<file path="src/rtl/mpu_pkg.sv">
package mpu_pkg;
    localparam int unsigned DATA_W  = 32;
    localparam int unsigned SHIFT_W = $clog2(DATA_W);
    localparam int unsigned OP_W    = 3;

    localparam logic [OP_W-1:0] OP_PACK_LO  = 3'd0;
    localparam logic [OP_W-1:0] OP_PACK_HI  = 3'd1;
    localparam logic [OP_W-1:0] OP_CLAMP    = 3'd2;
    localparam logic [OP_W-1:0] OP_ZX_BYTE  = 3'd3;
    localparam logic [OP_W-1:0] OP_ZX_PAIR  = 3'd4;
    localparam logic [OP_W-1:0] OP_ZX_ACC   = 3'd5;

    typedef enum logic [1:0] {
        XT_BYTE = 2'd0,
        XT_PAIR = 2'd1,
        XT_ACC  = 2'd2
    } xt_mode_e;

    typedef struct packed {
        logic [DATA_W-1:0]  res;
        logic               vld;
        logic               ill;
        logic [OP_W-1:0]    op;
        logic [SHIFT_W-1:0] pos;
    } unit_state_t;
endpackage

</file>
<file path="src/rtl/mpu_pack.sv">
module mpu_pack #(
    parameter int unsigned W = 32
) (
    input  logic [W-1:0]         a_i,
    input  logic [W-1:0]         b_i,
    input  logic [$clog2(W)-1:0] sh_i,
    input  logic                 keep_hi_i,
    output logic [W-1:0]         y_o
);
    localparam int unsigned HALF = W / 2;

    logic [HALF-1:0] up_half_d;
    logic [HALF-1:0] dn_half_d;
    logic [W-1:0]    sra_d;

    always_comb begin
        up_half_d = HALF'((b_i << sh_i) >> HALF);
        if (sh_i == '0) begin
            sra_d = {W{b_i[W-1]}};
        end else begin
            sra_d = W'($signed(b_i) >>> sh_i);
        end
        dn_half_d = HALF'(sra_d);
        if (keep_hi_i) begin
            y_o = {a_i[W-1:HALF], dn_half_d};
        end else begin
            y_o = {up_half_d, a_i[HALF-1:0]};
        end
    end
endmodule

</file>
<file path="src/rtl/mpu_clamp.sv">
module mpu_clamp #(
    parameter int unsigned W = 32
) (
    input  logic [W-1:0]         b_i,
    input  logic [$clog2(W)-1:0] sh_i,
    input  logic                 arith_i,
    input  logic [$clog2(W)-1:0] pos_i,
    output logic [W-1:0]         y_o
);
    logic [W-1:0] shifted_d;
    logic [W-1:0] limit_d;

    always_comb begin
        if (arith_i) begin
            shifted_d = W'($signed(b_i) >>> sh_i);
        end else begin
            shifted_d = b_i << sh_i;
        end
        limit_d = ({{(W-1){1'b0}}, 1'b1} << pos_i) - {{(W-1){1'b0}}, 1'b1};
        if (shifted_d[W-1]) begin
            y_o = '0;
        end else if (shifted_d > limit_d) begin
            y_o = limit_d;
        end else begin
            y_o = shifted_d;
        end
    end
endmodule

</file>
<file path="src/rtl/mpu_extend.sv">
module mpu_extend #(
    parameter int unsigned W = 32
) (
    input  logic [W-1:0]     a_i,
    input  logic [W-1:0]     b_i,
    input  logic [1:0]       rot_i,
    input  mpu_pkg::xt_mode_e mode_i,
    output logic [W-1:0]     y_o
);
    import mpu_pkg::*;
    localparam int unsigned BYTES = W / 8;
    localparam int unsigned IDX_W = $clog2(BYTES);

    logic [IDX_W-1:0] lo_idx_d;
    logic [IDX_W-1:0] hi_idx_d;
    logic [7:0]       lo_byte_d;
    logic [7:0]       hi_byte_d;

    always_comb begin
        lo_idx_d  = IDX_W'(rot_i);
        hi_idx_d  = lo_idx_d + IDX_W'(BYTES / 2);
        lo_byte_d = b_i[{lo_idx_d, 3'b000} +: 8];
        hi_byte_d = b_i[{hi_idx_d, 3'b000} +: 8];
        case (mode_i)
            XT_PAIR: begin
                y_o = '0;
                y_o[7:0]   = lo_byte_d;
                y_o[23:16] = hi_byte_d;
            end
            XT_ACC:  y_o = a_i + W'(lo_byte_d);
            default: y_o = W'(lo_byte_d);
        endcase
    end
endmodule

</file>
<file path="src/rtl/media_pack_unit.sv">
module media_pack_unit
    import mpu_pkg::*;
(
    input  logic        clk,
    input  logic        rst,
    input  logic        req_valid,
    input  logic [2:0]  op_sel,
    input  logic [31:0] src_a,
    input  logic [31:0] src_b,
    input  logic [4:0]  shamt,
    input  logic        shift_kind,
    input  logic [1:0]  rot_sel,
    input  logic [4:0]  sat_pos,
    output logic [31:0] res_q,
    output logic        res_valid,
    output logic        illegal_op
);
    unit_state_t st_d, st_q;

    logic [DATA_W-1:0] pack_y_d;
    logic [DATA_W-1:0] clamp_y_d;
    logic [DATA_W-1:0] ext_y_d;
    xt_mode_e          xt_mode_d;

    mpu_pack #(.W(DATA_W)) u_pack (
        .a_i(src_a), .b_i(src_b), .sh_i(shamt),
        .keep_hi_i(op_sel == OP_PACK_HI), .y_o(pack_y_d)
    );

    mpu_clamp #(.W(DATA_W)) u_clamp (
        .b_i(src_b), .sh_i(shamt), .arith_i(shift_kind),
        .pos_i(sat_pos), .y_o(clamp_y_d)
    );

    always_comb begin
        case (op_sel)
            OP_ZX_PAIR: xt_mode_d = XT_PAIR;
            OP_ZX_ACC:  xt_mode_d = XT_ACC;
            default:    xt_mode_d = XT_BYTE;
        endcase
    end

    mpu_extend #(.W(DATA_W)) u_ext (
        .a_i(src_a), .b_i(src_b), .rot_i(rot_sel),
        .mode_i(xt_mode_d), .y_o(ext_y_d)
    );

    always_comb begin
        st_d     = st_q;
        st_d.vld = req_valid;
        st_d.ill = 1'b0;
        if (req_valid) begin
            st_d.op  = op_sel;
            st_d.pos = sat_pos;
            case (op_sel)
                OP_PACK_LO, OP_PACK_HI:            st_d.res = pack_y_d;
                OP_CLAMP:                          st_d.res = clamp_y_d;
                OP_ZX_BYTE, OP_ZX_PAIR, OP_ZX_ACC: st_d.res = ext_y_d;
                default: begin
                    st_d.res = '0;
                    st_d.ill = 1'b1;
                end
            endcase
        end
    end

    always_ff @(posedge clk) begin
        if (rst) begin
            st_q <= '0;
        end else begin
            st_q <= st_d;
        end
    end

    assign res_q      = st_q.res;
    assign res_valid  = st_q.vld;
    assign illegal_op = st_q.ill;

    a_r2_valid_after_req: assert property (@(posedge clk) disable iff (rst)
        req_valid |=> res_valid);
    a_r2_no_spurious_valid: assert property (@(posedge clk) disable iff (rst)
        !req_valid |=> !res_valid);
    a_r10_illegal_zero: assert property (@(posedge clk) disable iff (rst)
        illegal_op |-> (res_valid && res_q == '0));
    a_r6_clamp_bound: assert property (@(posedge clk) disable iff (rst)
        (res_valid && st_q.op == OP_CLAMP) |-> ((res_q >> st_q.pos) == '0));
    a_r8_zext_byte_clear: assert property (@(posedge clk) disable iff (rst)
        (res_valid && st_q.op == OP_ZX_BYTE) |-> (res_q[31:8] == '0));
    a_r8_zext_pair_clear: assert property (@(posedge clk) disable iff (rst)
        (res_valid && st_q.op == OP_ZX_PAIR) |-> ((res_q & 32'hFF00_FF00) == '0));
endmodule

</file>
<file path="config.mk">
export PLATFORM = sky130hd
export DESIGN_NAME = media_pack_unit
export DESIGN_NICKNAME = d
export VERILOG_FILES = /design/src/rtl/mpu_pkg.sv /design/src/rtl/mpu_pack.sv /design/src/rtl/mpu_clamp.sv /design/src/rtl/mpu_extend.sv /design/src/rtl/media_pack_unit.sv
export SDC_FILE = /design/constraint.sdc
export NUM_CORES = 1
export LEC_CHECK = 0
export BUFFER_PORTS_ARGS = -buffer_cell sky130_fd_sc_hd__buf_2
export CORE_MARGIN = 2
export CORE_UTILIZATION = 45
export CTS_BUF_LIST = sky130_fd_sc_hd__clkbuf_4
export DETAILED_ROUTE_END_ITERATION = 10
export PLACE_DENSITY = 0.67
export SLEW_MARGIN = 15
export SYNTH_ARGS = -nofsm -noshare
export SYNTH_HDL_FRONTEND = slang
export SYNTH_HIERARCHICAL = 1
export SYNTH_SLANG_ARGS = --single-unit
</file>
<file path="constraint.sdc">
create_clock -name clk -period 5 [get_ports clk]
set_input_delay 0 -clock clk [delete_from_list [all_inputs] [get_ports clk]]
set_output_delay 0 -clock clk [all_outputs]
set_load 0.005 [all_outputs]
</file>
==> results of run 1 <==
[how the worst max path moves through the flow]
stage | to | depth (start not counted) | from | slack, ns
6_report | res_q[16]$_SDFFE_PP0P_ | 21 | shamt[2] | 0.35
5_1_grt | res_q[17]$_SDFFE_PP0P_ | 20 | shamt[2] | 0.20
4_1_cts | res_q[16]$_SDFFE_PP0P_ | 21 | sat_pos[4] | 0.55
3_5_place_dp | res_q[16]$_SDFFE_PP0P_ | 21 | shamt[2] | 0.17
3_3_place_gp | res_q[16]$_SDFFE_PP0P_ | 20 | sat_pos[0] | 0.22
2_1_floorplan | res_q[17]$_SDFFE_PP0P_ | 20 | sat_pos[2] | 0.77
[cells by family after synthesis]
kind of cell	after synthesis	synth area share
simple gates	567	0.214
compound gates	468	0.253
mux	298	0.343
buf+inv	193	0.0818
fa+ha+maj	44	0.0419
flops	34	0.0511
xor+xnor	23	0.0151
other cells	2	0.000564
[cell usage after synthesis, types with 8 or more instances]
cell type | instances | area share
mux2_2 | 54 | 0.046
dfxtp_1 | 34 | 0.051
mux2i_1 | 107 | 0.080
buf_4 | 10 | 0.0056
nand2_1 | 167 | 0.047
and3b_1 | 20 | 0.013
clkbuf_1 | 72 | 0.020
nand3_1 | 32 | 0.012
xor2_1 | 20 | 0.013
o221ai_1 | 9 | 0.0059
a21oi_1 | 104 | 0.039
o211ai_1 | 18 | 0.010
nor3_1 | 40 | 0.015
o31ai_1 | 8 | 0.0045
or3_1 | 9 | 0.0042
nor2_1 | 146 | 0.041
buf_6 | 23 | 0.019
mux2_4 | 30 | 0.034
or2_2 | 29 | 0.014
ha_1 | 43 | 0.040
a221oi_1 | 13 | 0.0085
nor2b_1 | 17 | 0.0080
a221oi_2 | 32 | 0.036
o21ai_0 | 68 | 0.026
nand2b_1 | 19 | 0.0089
buf_1 | 13 | 0.0037
a31oi_1 | 11 | 0.0052
a22oi_1 | 15 | 0.0085
buf_2 | 31 | 0.012
mux4_1 | 8 | 0.016
mux4_2 | 99 | 0.17
a21o_1 | 10 | 0.0056
o21ai_1 | 40 | 0.015
and3b_2 | 14 | 0.011
and2_1 | 16 | 0.0075
a211oi_1 | 18 | 0.010
o22a_1 | 13 | 0.0085
nand4_1 | 18 | 0.0085
and3_1 | 10 | 0.0047
o22ai_1 | 22 | 0.010
inv_1 | 30 | 0.0085
[routing by layer]
metal  vias up  track usage  share of wire
met5         -            0              0
met4         0        0.222          0.072
met3       226       0.0629           0.11
met2      1205        0.582           0.44
met1      7233        0.500           0.38
li1       6463            -              -
[area by class of cell]
type / instances / area, um^2 / area share
Multi-Input combinational cell: 1402 / 11600 / 0.803
Tap cell: 390 / 488 / 0.0338
Clock buffer: 5 / 37.5 / 0.00260
Timing Repair Buffer: 227 / 1500 / 0.104
Clock inverter: 3 / 16.3 / 0.00113
Inverter: 33 / 124 / 0.00858
Sequential cell: 34 / 681 / 0.0471
Antenna cell: 1 / 2.50 / 0.000173
[worst max-delay path, delay by kind of cell]
kind                       cells  cell delay, ns
AOI/OAI and AO/OA              8            1.96
buffers and inverters          5            1.22
and+or+nand+nor                6            1.06
muxes                          1            0.31
adders and majority gates      1            0.26
[where the power goes]
| group | switching, W | internal (W) | leakage [nW] |
|---|---|---|---|
| Sequential | 0.00000670 | 0.000282 | 0.276 |
| Clock | 0.000102 | 0.0000523 | 0.0286 |
| Combinational | 0.00106 | 0.000728 | 5.53 |
[state kept, by name (all words and copies together) (netlist names)]
name	cells
res_valid	1
res_q	32
illegal_op	1
[what timing repair did]
action	CTS	global route
endpoints found under the setup margin	0	2
hold endpoints to repair	1	0
resized for setup	0	1
hold buffers	2	0
[through the flow]
step | setup slack [ns] | instances | hold slack [ns]
after global routing | 0.195 | 2095 | 0.113
after CTS | 0.545 | 2093 | 0.107
after floorplan | 0.766 | 1629 | 0.0908
after global placement | 0.217 | 2083 | 0.207
final | 0.349 | 2095 | 0.132
after detailed placement | 0.167 | 2083 | 0.216
==> summary.txt, run 1 <==
Run status
  – Status: finished clean

Final layout
  – Most common cell after layout, fill and taps aside: nand2_1
  – Final Cell Area: 14400 um^2
  – Final core utilization: 0.491
  – Layout cells sized above 1: 0.306
  – Most frequent cells in the layout: 166 x nand2_1, 145 x nor2_1, 113 x buf_2, 107 x mux2i_1, 106 x buf_4
  – FILL cells: 2859
  – Nets@finish: 1830
  – Area Growth Syn to Fin: 8.35%

GRT
  – Vias in the first global route: 14000
  – GR Util All Layers: 0.378
  – Overflow after GRT: 0
  – First-pass GRT wire length: 89500 um
  – Largest net degree at the start of global routing: 90
  – Initial antenna violation count: 1

Synth
  – Mean post-synth cell area: 8.18 um^2
  – Mapped Cells: 1629
  – Post-Syn Area: 13300 um^2
  – Synth warn: 6
  – Syn Nets: 1756
  – Prevailing post-synth register cell: dfxtp_1
  – Number of synthesized flops with an enable pin: 0
  – Synth cell types: 99
  – Fraction of the yosys area taken by sequential cells: 0.0511
  – FF+latch count, synth: 34
  – FFs w/ async S/R, synth: 0

Setup path
  – Setup CP Type: input pin to flop
  – CP peak stage delay: 0.53 ns
  – Crit. End Element: flop
  – Depth of the most critical reg-to-reg path: 2
  – CP max-delay cell: a21oi_1
  – R2R Setup Slk: 4.37 ns
  – Crit path DAT: 4.87 ns
  – Worst path cell trace: buf_4, buf_12, buf_4, nand2b_1, o22ai_1, a21oi_1, a22oi_1, a21oi_1, ha_1, nand4_1, or3_1, nor2_1, nand2_1, a22oi_2, buf_4, buf_12, or2_2, a21oi_1, mux2_2, a221oi_2, o21ai_1
  – R2R Path End: res_q[29]$_SDFFE_PP0P_
  – Critical Path Source Type: input pin
  – Crit Path Max Fanout: 37
  – Worst r2r src: res_q[29]$_SDFFE_PP0P_
  – Critical path required time: 5.22 ns

STA
  – Final setup viols: 0
  – Final critical-path required period: 4.65 ns
  – Fin. max-slew vios: 0
  – Skew final: 0 ns
  – Setup TNS: 0 ns
  – Worst slew margin: 0.251
  – Final hold vios: 0
  – RSZ-0062 raised after global routing: false
  – FMAX: 215 MHz
  – Worst-Margin Slew: 1.12 ns
  – Final worst-path cycle share: 0.930

Routing
  – Pre-antenna DRT Iters: 5
  – ANT nets after route: 0
  – Vias/cell: 7.22
  – Final WL: 60100 um
  – Vias: 15100
  – Iter 0 DRT Violations: 2242
  – # DRC: 0
  – Wirelength per Cell: 28.7 um

Run
  – Maxcap violations: 0

Worst hold path
  – Hold Path Stages: 4
  – Hold Crit Endpoint: res_q[15]$_SDFFE_PP0P_
  – Hold path startpoint: src_a[15]
  – Worst min path class: input pin to flop

Power and ir drop
  – Pwr Total: 0.00223 W
  – Max VDD drop: 0.0789 mV
  – PD cells: 155 nW/um^2
  – Static leakage: 5.83 nW

Clocking
  – Worst-path clk slew: 0.12 ns
  – H-Tree Depth: 2
  – Clk_lat worst skew: 0.33 ns
  – Total CTS buffers: 5
  – Setup bufs post-CTS: 0
  – Clk root buf: clkbuf_4
  – Clk buf depth: 2
  – Clock sink count: 34
  – CTS tree: built

Floorplan
  – Die Area: 31000 um^2
  – I/O pins: 117
  – Die span in y: 176 um
  – Area of the core: 29400 um^2
  – Initial Utilization: 0.453
  – Row cnt: 63
  – Die Span X: 176 um

Placement
  – Port bufs: 116
  – Detail Placement HPWL: 44100 um
  – Final GP Congestion: 1.04
  – Placed standard-cell area: 14300 um^2
Power figures use the tool's default switching activity.
==> run 2, diff against run 1 <==
--- a/config.mk
+++ b/config.mk
@@ -7,10 +7,10 @@
 export LEC_CHECK = 0
 export BUFFER_PORTS_ARGS = -buffer_cell sky130_fd_sc_hd__buf_2
 export CORE_MARGIN = 2
-export CORE_UTILIZATION = 45
+export CORE_UTILIZATION = 55
 export CTS_BUF_LIST = sky130_fd_sc_hd__clkbuf_4
 export DETAILED_ROUTE_END_ITERATION = 10
-export PLACE_DENSITY = 0.67
+export PLACE_DENSITY = 0.78
 export SLEW_MARGIN = 15
 export SYNTH_ARGS = -nofsm -noshare
 export SYNTH_HDL_FRONTEND = slang
==> summary.txt, run 2 (same netlist as run 1, synthesis figures left out) <==
GRT
  – Largest net degree at the start of global routing: 72 (-20%)
  – Vias in the first global route: 13800 (-1.6%)
  – Overflow after GRT: 0 (unchanged)
  – GR Util All Layers: 0.442 (+0.0634)
  – First-pass GRT wire length: 87200 um (-2.6%)
  – Initial antenna violation count: 2 (+1)

Routing
  – Met3 WL: 7210 um (+8.7%)
  – Met2 wire length: 25100 um (-5.0%)
  – Top Metal Used: met5
  – Vias: 15100 (-0.086%)
  – # DRC: 0 (unchanged)
  – Iter 0 DRT Violations: 2744 (+22%)
  – Pre-antenna DRT Iters: 8 (+3)
  – Final WL: 58400 um (-2.8%)
  – M1 WL: 21700 um (-4.4%)
  – ANT nets after route: 0 (unchanged)
  – Vias/cell: 7.52 (+4.1%)
  – Wirelength per Cell: 29.0 um (+1.3%)

Clocking
  – Clk buf depth: 2 (unchanged)
  – Gates resized, CTS repair: 0 (unchanged)
  – Total CTS buffers: 5 (unchanged)
  – CTS tree: built
  – Setup bufs post-CTS: 0 (unchanged)
  – Clk_lat worst skew: 0.35 ns (+0.02 ns)
  – H-Tree Depth: 2 (unchanged)
  – Clock sink count: 34 (unchanged)
  – CTS Hold Buffers Added: 2 (unchanged)
  – Clk root buf: clkbuf_4
  – Worst-path clk slew: 0.11 ns (about the same)

Power and ir drop
  – PD cells: 156 nW/um^2 (+0.75%)
  – Max VDD drop: 0.0890 mV (+13%)
  – Static leakage: 5.77 nW (-1.1%)

Placement
  – Detail Placement HPWL: 43100 um (-2.3%)
  – Cell Count Post-Placement: 1999 (-4.0%)
  – Port bufs: 116 (unchanged)
  – Final GP Congestion: 1.06 (+2.0%)
  – Placed standard-cell area: 14200 um^2 (-1.2%)

STA
  – Final critical-path required period: 4.66 ns (+0.00795 ns)
  – RSZ-0062 raised after global routing: false
  – Worst slew margin: 0.156 (-0.0949)
  – Final setup viols: 0 (unchanged)
  – Skew final: 0 ns (unchanged)
  – Worst-Margin Slew: 1.27 ns (+0.147 ns)
  – Fin. max-slew vios: 0 (unchanged)
  – Setup TNS: 0 ns (unchanged)
  – Final worst-path cycle share: 0.932 (+0.00159)
  – Final hold vios: 0 (unchanged)
  – FMAX: 215 MHz (-0.17%)

Floorplan
  – Row cnt: 56 (-11%)
  – Die Area: 25500 um^2 (-18%)
  – I/O pins: 117 (unchanged)
  – Area of the core: 23600 um^2 (-20%)
  – Die Span X: 160 um (-9.3%)
  – Initial Utilization: 0.564 (+0.111)
  – Die span in y: 160 um (-9.3%)

Final layout
  – Post-route insts no fill: 2011 (-4.0%)
  – Most common cell after layout, fill and taps aside: nand2_1
  – Layout cells sized above 1: 0.299 (-0.00634)
  – Final Cell Area: 14200 um^2 (-1.3%)
  – Max reg flops: 32 (unchanged)
  – Most frequent cells in the layout: 167 x nand2_1, 145 x nor2_1, 113 x buf_2, 107 x mux2i_1, 104 x a21oi_1
  – Nets@finish: 1817 (-0.71%)
  – Area Growth Syn to Fin: 6.93%
  – FILL cells: 2159 (-24%)

Setup path
  – Most used cell, CP: buf_4
  – Crit path DAT: 4.87 ns (about the same)
  – CP max-delay cell: o41ai_1
  – CP peak stage delay: 0.54 ns (about the same)
  – Crit Path Max Fanout: 42 (+14%)
  – Critical Path Source Type: input pin
  – Critical path required time: 5.21 ns (about the same)
  – Setup CP Type: input pin to flop
  – Crit. End Element: flop
  – Worst path cell trace: buf_4, buf_12, or2_0, buf_4, o21ai_2, nor3_1, nor2_1, o41ai_1, buf_4, inv_1, ha_1, nand4_1, inv_1, a221oi_1, o31ai_1, buf_4, a22oi_2, buf_12, or2_0, a21oi_1, mux2_2, a221oi_1, o21ai_1

Run status
  – Status: finished clean

Worst hold path
  – Worst min path class: input pin to flop

Run
  – Maxcap violations: 0 (unchanged)
[run 2: changes by cell type in the layout (fill, tap and decap cells not counted), sizes merged]
cell	previous run	this run
buf	225	212
clkinvlp	1	0
diode	1	2
[run 2: per-layer routing]
| layer | GRT usage | vias to the layer above |
|---|---|---|
| li1 | - | 6430 |
| met3 | 0.0958 | 280 |
| met1 | 0.578 | 7040 |
| met5 | 0 | - |
| met2 | 0.674 | 1362 |
| met4 | 0.254 | 2 |
[run 2: per-stage QoR]
step / setup slack [ns] / power (W) / util / hold WS, ns
2_1_floorplan: 0.766 / 0.00142 / - / 0.0908
3_3_place_gp: 0.103 / 0.00197 / 0.599 / 0.210
3_5_place_dp: 0.0864 / 0.00199 / 0.600 / 0.242
4_1_cts: 0.462 / 0.00214 / 0.602 / 0.0641
5_1_grt: 0.105 / 0.00231 / 0.603 / 0.0922
6_report: 0.341 / 0.00222 / 0.603 / 0.0748
[run 2: final timing paths]
| path | startpoint | end | slack [ns] | depth (start not counted) |
|---|---|---|---|---|
| worst max register to register | res_q[29]$_SDFFE_PP0P_ | res_q[29]$_SDFFE_PP0P_ | 4.30 | 2 |
| worst min-delay path | req_valid | res_q[13]$_SDFFE_PP0P_ | 0.07 | 4 |
| worst min register to register | res_q[4]$_SDFFE_PP0P_ | res_q[4]$_SDFFE_PP0P_ | 0.45 | 2 |
| worst max-delay path | shamt[2] | res_q[18]$_SDFFE_PP0P_ | 0.34 | 23 |
[run 2: layout make-up]
cell class	instances	area (um^2)	area share
tap	319	399	0.0280
antenna	2	5.00	0.000351
multi-input combinational	1402	11600	0.813
clock inverter	2	10.0	0.000702
inverter	33	124	0.00869
clock buffer	5	37.5	0.00263
timing repair buffer	214	1410	0.0988
sequential	34	681	0.0478
[run 2: power by group]
| group | switching (W) | internal, W | leakage [nW] |
|---|---|---|---|
| logic | 0.00106 | 0.000716 | 5.46 |
| registers | 0.00000645 | 0.000282 | 0.276 |
| clock network | 0.000102 | 0.0000506 | 0.0308 |
| total | 0.00117 | 0.00105 | 5.77 |
[run 2: critical path, delay by kind of cell]
kind / cells / cell delay [ns]
buffers and inverters: 8 / 1.58
multiplexers: 1 / 0.30
adder cells (fa/ha/maj): 1 / 0.28
AO/OA/AOI/OAI: 8 / 1.94
AND/OR/NAND/NOR: 5 / 0.75
